`src/rtl/bsas_pkg.sv`:
```
`timescale 1ns/1ps
// Package: shared types for the bit-serial adder-subtractor.
// Assumes: nothing beyond a single-bit operation select.
package bsas_pkg;

    typedef enum logic {
        OP_ADD = 1'b0,
        OP_SUB = 1'b1
    } op_e;

endpackage

```
`src/rtl/bsas_operand_shifter.sv`:
```
`timescale 1ns/1ps
// Module: bsas_operand_shifter
// Holds one operand. Parallel load on load_i; on shift_i moves right by one
// place, filling the top with zero, and presents bit 0 as the current bit.
// Assumes: load_i has priority over shift_i; WIDTH >= 2.
module bsas_operand_shifter #(
    parameter int WIDTH = 8
) (
    input  logic             clk,
    input  logic             rst_n,
    input  logic             load_i,
    input  logic             shift_i,
    input  logic [WIDTH-1:0] value_i,
    output logic             lsb_o
);

    logic [WIDTH-1:0] word_q;

    // Operand storage: load, shift right, or hold.
    always_ff @(posedge clk) begin
        if (!rst_n) begin
            word_q <= '0;
        end else if (load_i) begin
            word_q <= value_i;
        end else if (shift_i) begin
            word_q <= {1'b0, word_q[WIDTH-1:1]};
        end
    end

    assign lsb_o = word_q[0];

endmodule

```
`src/rtl/bsas_result_collector.sv`:
```
`timescale 1ns/1ps
// Module: bsas_result_collector
// Gathers sum bits. Each shift puts the new bit at the MSB and moves the rest
// right, so after WIDTH shifts the first bit sits at bit 0.
// Assumes: clear_i (start) has priority over shift_i; WIDTH >= 2.
module bsas_result_collector #(
    parameter int WIDTH = 8
) (
    input  logic             clk,
    input  logic             rst_n,
    input  logic             clear_i,
    input  logic             shift_i,
    input  logic             bit_i,
    output logic [WIDTH-1:0] word_o
);

    logic [WIDTH-1:0] word_q;

    // Result storage: clear on a new operation, shift in each sum bit.
    always_ff @(posedge clk) begin
        if (!rst_n) begin
            word_q <= '0;
        end else if (clear_i) begin
            word_q <= '0;
        end else if (shift_i) begin
            word_q <= {bit_i, word_q[WIDTH-1:1]};
        end
    end

    assign word_o = word_q;

endmodule

```
`src/rtl/bsas_bit_alu.sv`:
```
`timescale 1ns/1ps
// Module: bsas_bit_alu
// One full adder fed by an AND-OR selector. One AND passes the true Y bit
// when adding and the other passes the inverted Y bit when subtracting; an OR
// merges them. Purely combinational.
// Assumes: the two's-complement +1 comes from the carry preset elsewhere.
module bsas_bit_alu
    import bsas_pkg::*;
(
    input  op_e  op_i,
    input  logic x_bit_i,
    input  logic y_bit_i,
    input  logic carry_i,
    output logic sum_o,
    output logic carry_o
);

    logic add_leg;
    logic sub_leg;
    logic y_sel;

    // Operand selector: two AND legs merged by an OR.
    always_comb begin
        add_leg = (op_i == OP_ADD) &  y_bit_i;
        sub_leg = (op_i == OP_SUB) & ~y_bit_i;
        y_sel   = add_leg | sub_leg;
    end

    // Full adder on the current bit pair and the stored carry.
    always_comb begin
        sum_o   = x_bit_i ^ y_sel ^ carry_i;
        carry_o = (x_bit_i & y_sel) | (x_bit_i & carry_i) | (y_sel & carry_i);
    end

endmodule

```
`src/rtl/bsas_seq_ctrl.sv`:
```
`timescale 1ns/1ps
// Module: bsas_seq_ctrl
// Sequencer: accepts start when idle, latches the operation, presets the
// carry flip-flop (0 add, 1 subtract), counts WIDTH shift cycles and pulses
// done for one cycle after the last one.
// Assumes: start while busy is dropped; WIDTH >= 2.
module bsas_seq_ctrl
    import bsas_pkg::*;
#(
    parameter int WIDTH = 8
) (
    input  logic clk,
    input  logic rst_n,
    input  logic start_i,
    input  op_e  op_i,
    input  logic carry_next_i,
    output logic load_o,
    output logic shift_o,
    output op_e  op_o,
    output logic carry_o,
    output logic busy_o,
    output logic done_o
);

    localparam int CNT_W = $clog2(WIDTH);
    localparam logic [CNT_W-1:0] LAST = CNT_W'(WIDTH - 1);

    logic             busy_q;
    logic             done_q;
    logic             carry_q;
    op_e              op_q;
    logic [CNT_W-1:0] cnt_q;
    logic             accept;

    assign accept = start_i && !busy_q;

    // Sequencing, operation latch, carry flip-flop and cycle counter.
    always_ff @(posedge clk) begin
        if (!rst_n) begin
            busy_q  <= 1'b0;
            done_q  <= 1'b0;
            carry_q <= 1'b0;
            op_q    <= OP_ADD;
            cnt_q   <= '0;
        end else begin
            done_q <= 1'b0;
            if (accept) begin
                busy_q  <= 1'b1;
                op_q    <= op_i;
                carry_q <= (op_i == OP_SUB);
                cnt_q   <= '0;
            end else if (busy_q) begin
                carry_q <= carry_next_i;
                cnt_q   <= cnt_q + 1'b1;
                if (cnt_q == LAST) begin
                    busy_q <= 1'b0;
                    done_q <= 1'b1;
                end
            end
        end
    end

    assign load_o  = accept;
    assign shift_o = busy_q;
    assign op_o    = op_q;
    assign carry_o = carry_q;
    assign busy_o  = busy_q;
    assign done_o  = done_q;

endmodule

```
`src/rtl/bit_serial_addsub.sv`:
```
`timescale 1ns/1ps
// Module: bit_serial_addsub (top)
// Bit-serial adder-subtractor: two operand shifters, one full-adder slice
// with an add/subtract selector, a result collector and a sequencer.
// Assumes: WIDTH >= 2; result and carry are meaningful from done onward.
module bit_serial_addsub
    import bsas_pkg::*;
#(
    parameter int WIDTH = 8
) (
    input  logic             clk,
    input  logic             rst_n,
    input  logic             start_i,
    input  logic             sub_i,
    input  logic [WIDTH-1:0] x_i,
    input  logic [WIDTH-1:0] y_i,
    output logic [WIDTH-1:0] result_o,
    output logic             carry_o,
    output logic             done_o
);

    logic load;
    logic shift;
    logic busy;
    op_e  op_q;
    logic carry_q;
    logic x_bit;
    logic y_bit;
    logic sum_bit;
    logic carry_next;

    bsas_seq_ctrl #(.WIDTH(WIDTH)) u_ctrl (
        .clk          (clk),
        .rst_n        (rst_n),
        .start_i      (start_i),
        .op_i         (op_e'(sub_i)),
        .carry_next_i (carry_next),
        .load_o       (load),
        .shift_o      (shift),
        .op_o         (op_q),
        .carry_o      (carry_q),
        .busy_o       (busy),
        .done_o       (done_o)
    );

    bsas_operand_shifter #(.WIDTH(WIDTH)) u_x_reg (
        .clk     (clk),
        .rst_n   (rst_n),
        .load_i  (load),
        .shift_i (shift),
        .value_i (x_i),
        .lsb_o   (x_bit)
    );

    bsas_operand_shifter #(.WIDTH(WIDTH)) u_y_reg (
        .clk     (clk),
        .rst_n   (rst_n),
        .load_i  (load),
        .shift_i (shift),
        .value_i (y_i),
        .lsb_o   (y_bit)
    );

    bsas_bit_alu u_alu (
        .op_i    (op_q),
        .x_bit_i (x_bit),
        .y_bit_i (y_bit),
        .carry_i (carry_q),
        .sum_o   (sum_bit),
        .carry_o (carry_next)
    );

    bsas_result_collector #(.WIDTH(WIDTH)) u_res_reg (
        .clk     (clk),
        .rst_n   (rst_n),
        .clear_i (load),
        .shift_i (shift),
        .bit_i   (sum_bit),
        .word_o  (result_o)
    );

    assign carry_o = carry_q;

endmodule

```
`config.mk`:
```
export PLATFORM = sky130hd
export DESIGN_NAME = bit_serial_addsub
export DESIGN_NICKNAME = d
export VERILOG_FILES = /design/src/rtl/bsas_pkg.sv /design/src/rtl/bsas_operand_shifter.sv /design/src/rtl/bsas_result_collector.sv /design/src/rtl/bsas_bit_alu.sv /design/src/rtl/bsas_seq_ctrl.sv /design/src/rtl/bit_serial_addsub.sv
export SDC_FILE = /design/constraint.sdc
export NUM_CORES = 1
export LEC_CHECK = 0
export BUFFER_PORTS_ARGS = -buffer_cell sky130_fd_sc_hd__buf_2
export CAP_MARGIN = 20
export CORE_ASPECT_RATIO = 2
export CORE_UTILIZATION = 25
export DETAILED_ROUTE_END_ITERATION = 10
export MAX_ROUTING_LAYER = met4
export PLACE_DENSITY = 0.46
export RECOVER_POWER = 100
export SYNTH_ARGS = -nofsm -noshare
export SYNTH_HDL_FRONTEND = slang
export SYNTH_SLANG_ARGS = --single-unit
```
`constraint.sdc`:
```
create_clock -name clk -period 1.3 [get_ports clk]
set_clock_uncertainty 0.15 [all_clocks]
set_input_delay 0.065 -clock clk [delete_from_list [all_inputs] [get_ports clk]]
set_output_delay 0.065 -clock clk [all_outputs]
set_load 0.01 [all_outputs]
```
==> run summary, run 1 <==
The count of antenna-violating nets left after detailed routing came out at 0. The proportion of layout cells with a drive suffix above 1 is 0.2086. The flow ran to the end, but the final reports show violations. The vertical die dimension is 105.6 µm. The CTS tree is built. The maximum count of clock buffers along a single path came out at 2. The most common cell after layout, fill and taps aside is dfxtp_1. The number of sinks handled by clock tree synthesis came out at 31. For the worst setup path, the data arrival time is roughly 1400 ps.

The slew of the pin with the lowest slew margin is around 440 ps. The critical path required time is ~1300 ps. For this run the aggregate overflow at the end of global routing stands at 0.

TritonCTS created 5 clock buffers. The share of synthesized cell area in full adder, half adder and majority cells is 0.03358. By startpoint and endpoint, the worst setup path is classified as reg -> reg.

The final reports fail on setup timing. The relative contribution of combinational cells to total power is 0.141. The clock root buffer is clkbuf_8. The basic-gate share of the synthesized area counting and, or, nand and nor cells came out at 0.1399. The layout-stage area growth over the synthesis result came out at 35.07%. The number of antenna cells inserted came out at 0. The sequential share of the synthesized area is 0.4627.

By area, the combinational part of the netlist is dominated by compound AO/OA/AOI/OAI gates. In this run the post-CTS setup repair buffer count came out at 0. The worst min-delay path class is in -> reg.

The share of total power consumed by net switching came out at 0.2483. The portion of the clock cycle consumed by the worst path in the final layout came out at 1.077. The slack of the critical path came out at -100.5 ps. The power density over the cells is 1132 nW/µm². The area fraction in compound gates after synthesis is 0.1604.

The register clock-pin slew on the reported worst setup and hold paths came out at 60 ps. The global-route wire length before repair came out at roughly 4700 µm. Cell internal power was estimated by the tool at about 1500 µW.

The core region area came out at around 5100 µm². The number of nets handed over by synthesis was about 160. The detailed-routing iteration count for the pre-antenna-repair pass came out at 3. The clock latency at the later pin of the worst-skew pair came out at roughly 280 ps.

Entering global routing, the biggest net connects 33 pins. The portion of synthesized area spent on multiplexers is 0.1343. Dividing the synthesized area by the synthesized cell count gives between 9 and 10 µm². The total power came out at around 2100 µW.

The top fanout value on the critical path is 2. The routability-driven placement congestion ratio is 0.6718. The synthesized flop and latch total is 31. For this configuration, the core starts out at a cell density of 0.2610. The xor/xnor share of the synthesized area is 0.006530. The part of the power in registers is 0.506. The floorplan die area came out at about 5700 µm². The average wire per standard cell is 10.98 µm. Leaving out fill and tap cells, the most frequent cells in the layout are dfxtp_1 (26), a21oi_1 (23), buf_2 (20).

The number of library cell types mapped by synthesis came out at 22. The number of instances in the synthesized netlist came out at between 100 and 150. Setup violations remaining at the end of the flow were counted as 1.

The area of all placed cells without fillers came out at 1812 µm². The sum of routed wire length over all layers is about 2700 µm. The via count of the first global-routing pass came out at roughly 1200. For this run, the top clock speed supported by timing is a little over 0.7 GHz. Input and output buffers added on the ports amount to 29. Setup repair after global routing could not meet its margin everywhere. The startpoint type of the worst setup path is a flop.

The standard cell area after detailed placement is around 1600 µm². The number of design rule violations left after detail routing is 0. The total number of placement rows is 37. The leakage power total came out at about 0.00075 µW. The number of vias per cell after detailed routing is around 4.6. The minimum clock period after layout came out at around 1400 ps. The total number of vias is around 1100. The total track usage is 0.1151. The worst-case setup slack after placement is -97.35 ps.

The hold violation total from the final report came out at 0. The headroom to the max-slew limit is 0.7039. The number of max-slew violations in the final report came to 0. The detailed placer's ending HPWL came out at approximately 1700 µm. In this run the number of H-tree levels came out at 2.

The cell area that synthesis handed to floorplanning was roughly 1300 µm². The critical path endpoint category is a flop. The number of DRC markers after the initial detailed-route iteration is 27.

The highest ir drop seen on vdd is 0.6884 mV. The number of warnings issued by yosys came out at 0. After the last flow step, the layout net total stands at 209. The switching power total came out at about 510 µW. The max-capacitance violation count is 0. The number of antenna violations at the first check in global routing is 0. The power share of the clock group came out at 0.353. The top-level port count is 30. The die width is around 54 µm.
[logic make-up (layout without fill, tap and decap cells)]
| group | count (synthesis) | in the layout |
|---|---|---|
| mux | 18 | 18 |
| compound gates | 41 | 41 |
| xor+xnor | 1 | 1 |
| simple gates | 31 | 31 |
| flops | 31 | 31 |
| buf+inv | 15 | 62 |
| fa+ha+maj | 3 | 3 |
[stage by stage]
stage	TNS, ps	util	hold slack, ps	cells
after floorplan	-56.43	-	61.87	140
after global placement	-74.82	0.3041	159.7	220
after detailed placement	-97.35	0.3041	169.0	220
after CTS	-106.3	0.3535	13.48	245
after global routing	-215.6	0.3526	25.88	245
final	-100.5	0.3526	8.997	245
[critical path, stage by stage, from the launching register on]
cell and delay (ps):
dfxtp_2 320, xnor2_1 130, fa_1 480, nor2_1 40
o21a_1 180
[power by group through the flow]
stage | combinational (µW) | sequential [µW] | clock (µW)
6_report | 290 | 1040 | 723
2_1_floorplan | 174 | 1050 | 0
3_5_place_dp | 255 | 1060 | 0
5_1_grt | 331 | 1050 | 799
4_1_cts | 295 | 1040 | 754
3_3_place_gp | 250 | 1050 | 0
[sequential cells by signal, summed over array words and instances, names as in the netlist]
register	count
u_ctrl.busy_o	1
u_ctrl.carry_o	1
u_ctrl.cnt_q	3
u_ctrl.done_o	1
u_ctrl.op_o	1
u_res_reg.word_o	8
u_x_reg.word_q	8
u_y_reg.word_q	8
[synthesized netlist by cell type]
master,count,area [µm²]
a21oi_1,24,120.1
and3_1,1,6.260
buf_2,3,15.01
buf_4,2,15.01
buf_6,2,22.52
clkbuf_1,4,15.01
clkbuf_2,1,5.000
dfxtp_1,31,620.6
fa_1,1,20.02
ha_1,2,25.02
inv_1,2,7.510
inv_2,1,3.750
mux2i_1,18,180.2
nand2_1,4,15.01
nor2_1,4,15.01
nor2b_1,11,68.82
nor3b_1,11,82.58
o211a_1,1,10.01
o21a_1,2,15.01
o21ai_0,12,60.06
o21ai_1,2,10.01
xnor2_1,1,8.760
[metal layers]
layer / GRT usage / vias to the layer above / share of wire
met2: 0.1975 / 28 / 0.52
li1: - / 574 / -
met1: 0.1121 / 515 / 0.42
met5: - / - / 0
met3: 0.03463 / 5 / 0.041
met4: 0.05075 / 0 / 0.021
[layout make-up]
cell class	instances	area [µm²]
clock inverters	1	5.005
inverters	3	11.26
flip-flops and latches	31	626.9
repair buffers	51	379.1
well taps	58	72.57
clock buffers	7	76.32
multi-input cells	94	640.6
fillers	541	3327
[final timing paths]
kind                                      endpoint  depth (start not counted)  slack [ps]                           start
setup / recovery  u_res_reg.word_o[7]$_SDFFE_PP0P_                          4        -100        u_ctrl.op_o$_SDFFE_PN0P_
hold / removal         u_ctrl.carry_o$_SDFFE_PN0P_                          3           9                         start_i
setup reg to reg  u_res_reg.word_o[7]$_SDFFE_PP0P_                          4        -100        u_ctrl.op_o$_SDFFE_PN0P_
hold reg to reg     u_y_reg.word_q[7]$_SDFFE_PN0P_                          2         350  u_y_reg.word_q[7]$_SDFFE_PN0P_
[repair_timing]
item                       4_1_cts  5_1_grt
gates resized for setup          2        3
pin swaps                        0        0
hold endpoints to repair        18        0
hold buffers                    17        0
setup endpoints to repair        1        4
Note: power is estimated with default switching activity, not from simulation.
==> inputs of run 2 (changes only) <==
Settings changed: CAP_MARGIN 20 to unset, CORE_UTILIZATION 25 to 47, PLACE_DENSITY 0.46 to 0.74.
==> run 2 against run 1 <==
Compared with the run above: the run still ends with setup timing left; non-clock buffer count increased by 1; clock-buffer cell count is 1 higher; wire length is 3.8% lower; maximum frequency is 1.6% lower; sequential cell count stayed put; utilization increased by 31 points; combinational power increased by 2%; sequential share of layout area barely moved; worst setup slack lost 22 ps; register-to-register slack lost 20 ps; sequential power about the same; die area decreased by 46%; critical path type unchanged; largest cell class unchanged.
==> run summary, run 2 (same netlist as run 1, synthesis figures left out) <==
The flow ran to the end, but the final reports show violations. The final reports fail on setup timing. The number of antenna violations at the first check in global routing came out at 0. The largest net degree at the start of global routing came out at 31. The final global-route overflow total came out at 0. The detailed placer's ending HPWL is roughly 1700 µm. The total number of vias came out at about 1100.

Setup repair after global routing could not meet its margin everywhere. The number of vias per cell after detailed routing is just over 5. The number of antenna cells inserted came out at 0. The minimum clock period after layout is 1423 ps. The peak clock frequency supported by timing came out at between 0.7 and 0.8 GHz. The post-CTS setup buffer count came out at 0.

The slew of the pin with the lowest slew margin is 406.5 ps. CTS placed an instance of clkbuf_8 at the clock tree root. The register clock-pin slew on the reported worst setup and hold paths came out at 60 ps. The worst setup path is launched from a flop.

The filler cell count is about 240. The via count of the first global-routing pass is 1037. STA classifies the critical path endpoint as a flop. Leaving out fill and tap cells, the most frequent cell in the layout is dfxtp_1. The top fanout value on the critical path is 2. The hold violation total from the final report was 0.

Compared with the post-synthesis result, the final layout area differs by 34.79%. The core region area came out at 2736 µm². The maximum count of clock buffers along a single path came out at 2. The floorplan die area is between 3000 and 4000 µm². In the global route stage, overall resource usage came out at 0.2079.

The tightest hold path in the finished design has a slack of between 60 and 70 ps. The H-tree was split into 2 levels. The tool flagged a number of max-cap violations equal to 0. For this configuration, the core starts out at a cell density of 0.4902. In this run the vertical extent of the chip is about 78 µm. The number of DRC markers after the initial detailed-route iteration is 24. The headroom to the max-slew limit came out at 0.7290.

The detailed-routing iteration count for the pre-antenna-repair pass came out at 3. The critical path required time is roughly 1300 ps. For this run, design rule violations remaining after detail routing come to 0. Summed over all failing endpoints, the final setup total negative slack is -123.0 ps. The top-level port count is 30. The global-route wire length before repair came out at roughly 4300 µm. The number of buffers created by CTS is 5.

The clock latency at the later pin of the worst-skew pair is 280 ps. The number of sinks handled by clock tree synthesis came out at 31. The routability-driven placement congestion ratio came out at about 0.73.

The count of cells along the worst register-to-register path came out at 4. In this run the remaining antenna-violating nets after routing total 0. The number of max-slew violations in the final report is 0. At the end of the flow, the number of nets in the layout was 210. The slack of the critical path came out at -123.0 ps. The worst hold path belongs to the class in -> reg. The setup path with the least slack is of type reg -> reg. The number of endpoints failing setup at the final stage came out at 1. Data arrives at the worst endpoint at 1450 ps. The proportion of layout cells with a drive suffix above 1 came out at 0.2181. The power density over the cells is 1195 nW/µm². The number of instances on the worst hold path came out at 3. The count of input and output buffers is 29. The total number of placement rows came out at 27. The sum of routed wire length over all layers is roughly 2600 µm. In the layout the commonest cells are dfxtp_1 (27), a21oi_1 (23), buf_2 (20). The die width came out at about 40 µm. The CTS tree is built. Dividing the detail-routed wire length by the instance count gives around 12 µm.

The highest ir drop seen on vdd is 0.9105 mV. For this design the static power due to leakage is between 0.0007 and 0.0008 µW. Of the available clock period, the critical path in the final layout requires 1.095.
run 2: cell type report:
cell class | instances | area [µm²] | area share
flip-flops and latches | 31 | 625.6 | 0.3460
repair buffers | 52 | 386.6 | 0.2138
multi-input cells | 94 | 648.1 | 0.3585
clock buffers | 8 | 100.1 | 0.05536
well taps | 29 | 36.28 | 0.02007
inverters | 3 | 11.26 | 0.006228
run 2: final timing paths:
path                                                startpoint                          endpoint  slack (ps)
worst max register to register        u_ctrl.op_o$_SDFFE_PN0P_  u_res_reg.word_o[7]$_SDFFE_PP0P_        -120
worst max-delay path                  u_ctrl.op_o$_SDFFE_PN0P_  u_res_reg.word_o[7]$_SDFFE_PP0P_        -120
worst min register to register  u_x_reg.word_q[7]$_SDFFE_PN0P_    u_x_reg.word_q[7]$_SDFFE_PN0P_         360
worst min-delay path                                     rst_n       u_ctrl.carry_o$_SDFFE_PN0P_          70
run 2: critical path: stages (launching register included):
cell	delay, ps
dfxtp_2	330
xnor2_2	130
fa_1	480
nor2_1	40
o21a_1	180
run 2: metrics by stage:
stage          cells  setup WS (ps)    util  cell area [µm²]  total power, µW
3_3_place_gp     192         -74.99  0.5606             1534             1299
6_report         217         -123.0  0.6607             1808             2160
2_1_floorplan    140         -56.43       -             1343             1224
4_1_cts          217         -105.9  0.6598             1805             2174
3_5_place_dp     192         -97.66  0.5606             1534             1312
5_1_grt          217         -159.8  0.6607             1808             2254
run 2: layer usage:
metal  track usage  vias up  share of wire
met5             -        -              0
met4        0.1034        0          0.026
met3       0.06857        6          0.039
met2        0.3426       28           0.54
met1        0.2022      508           0.40
li1              -      581              -
run 2: what timing repair did:
item                                    CTS  global route
gates cloned                              0             0
resized for setup                         1             4
hold endpoints to repair                 18             0
endpoints found under the setup margin    1             4
hold buffers                             17             0
pin swaps                                 0             0
run 2: power breakdown:
part | internal, µW | switching (µW)
combinational | 164 | 133
sequential | 1010 | 32.5
clock | 482 | 341
total | 1650 | 507
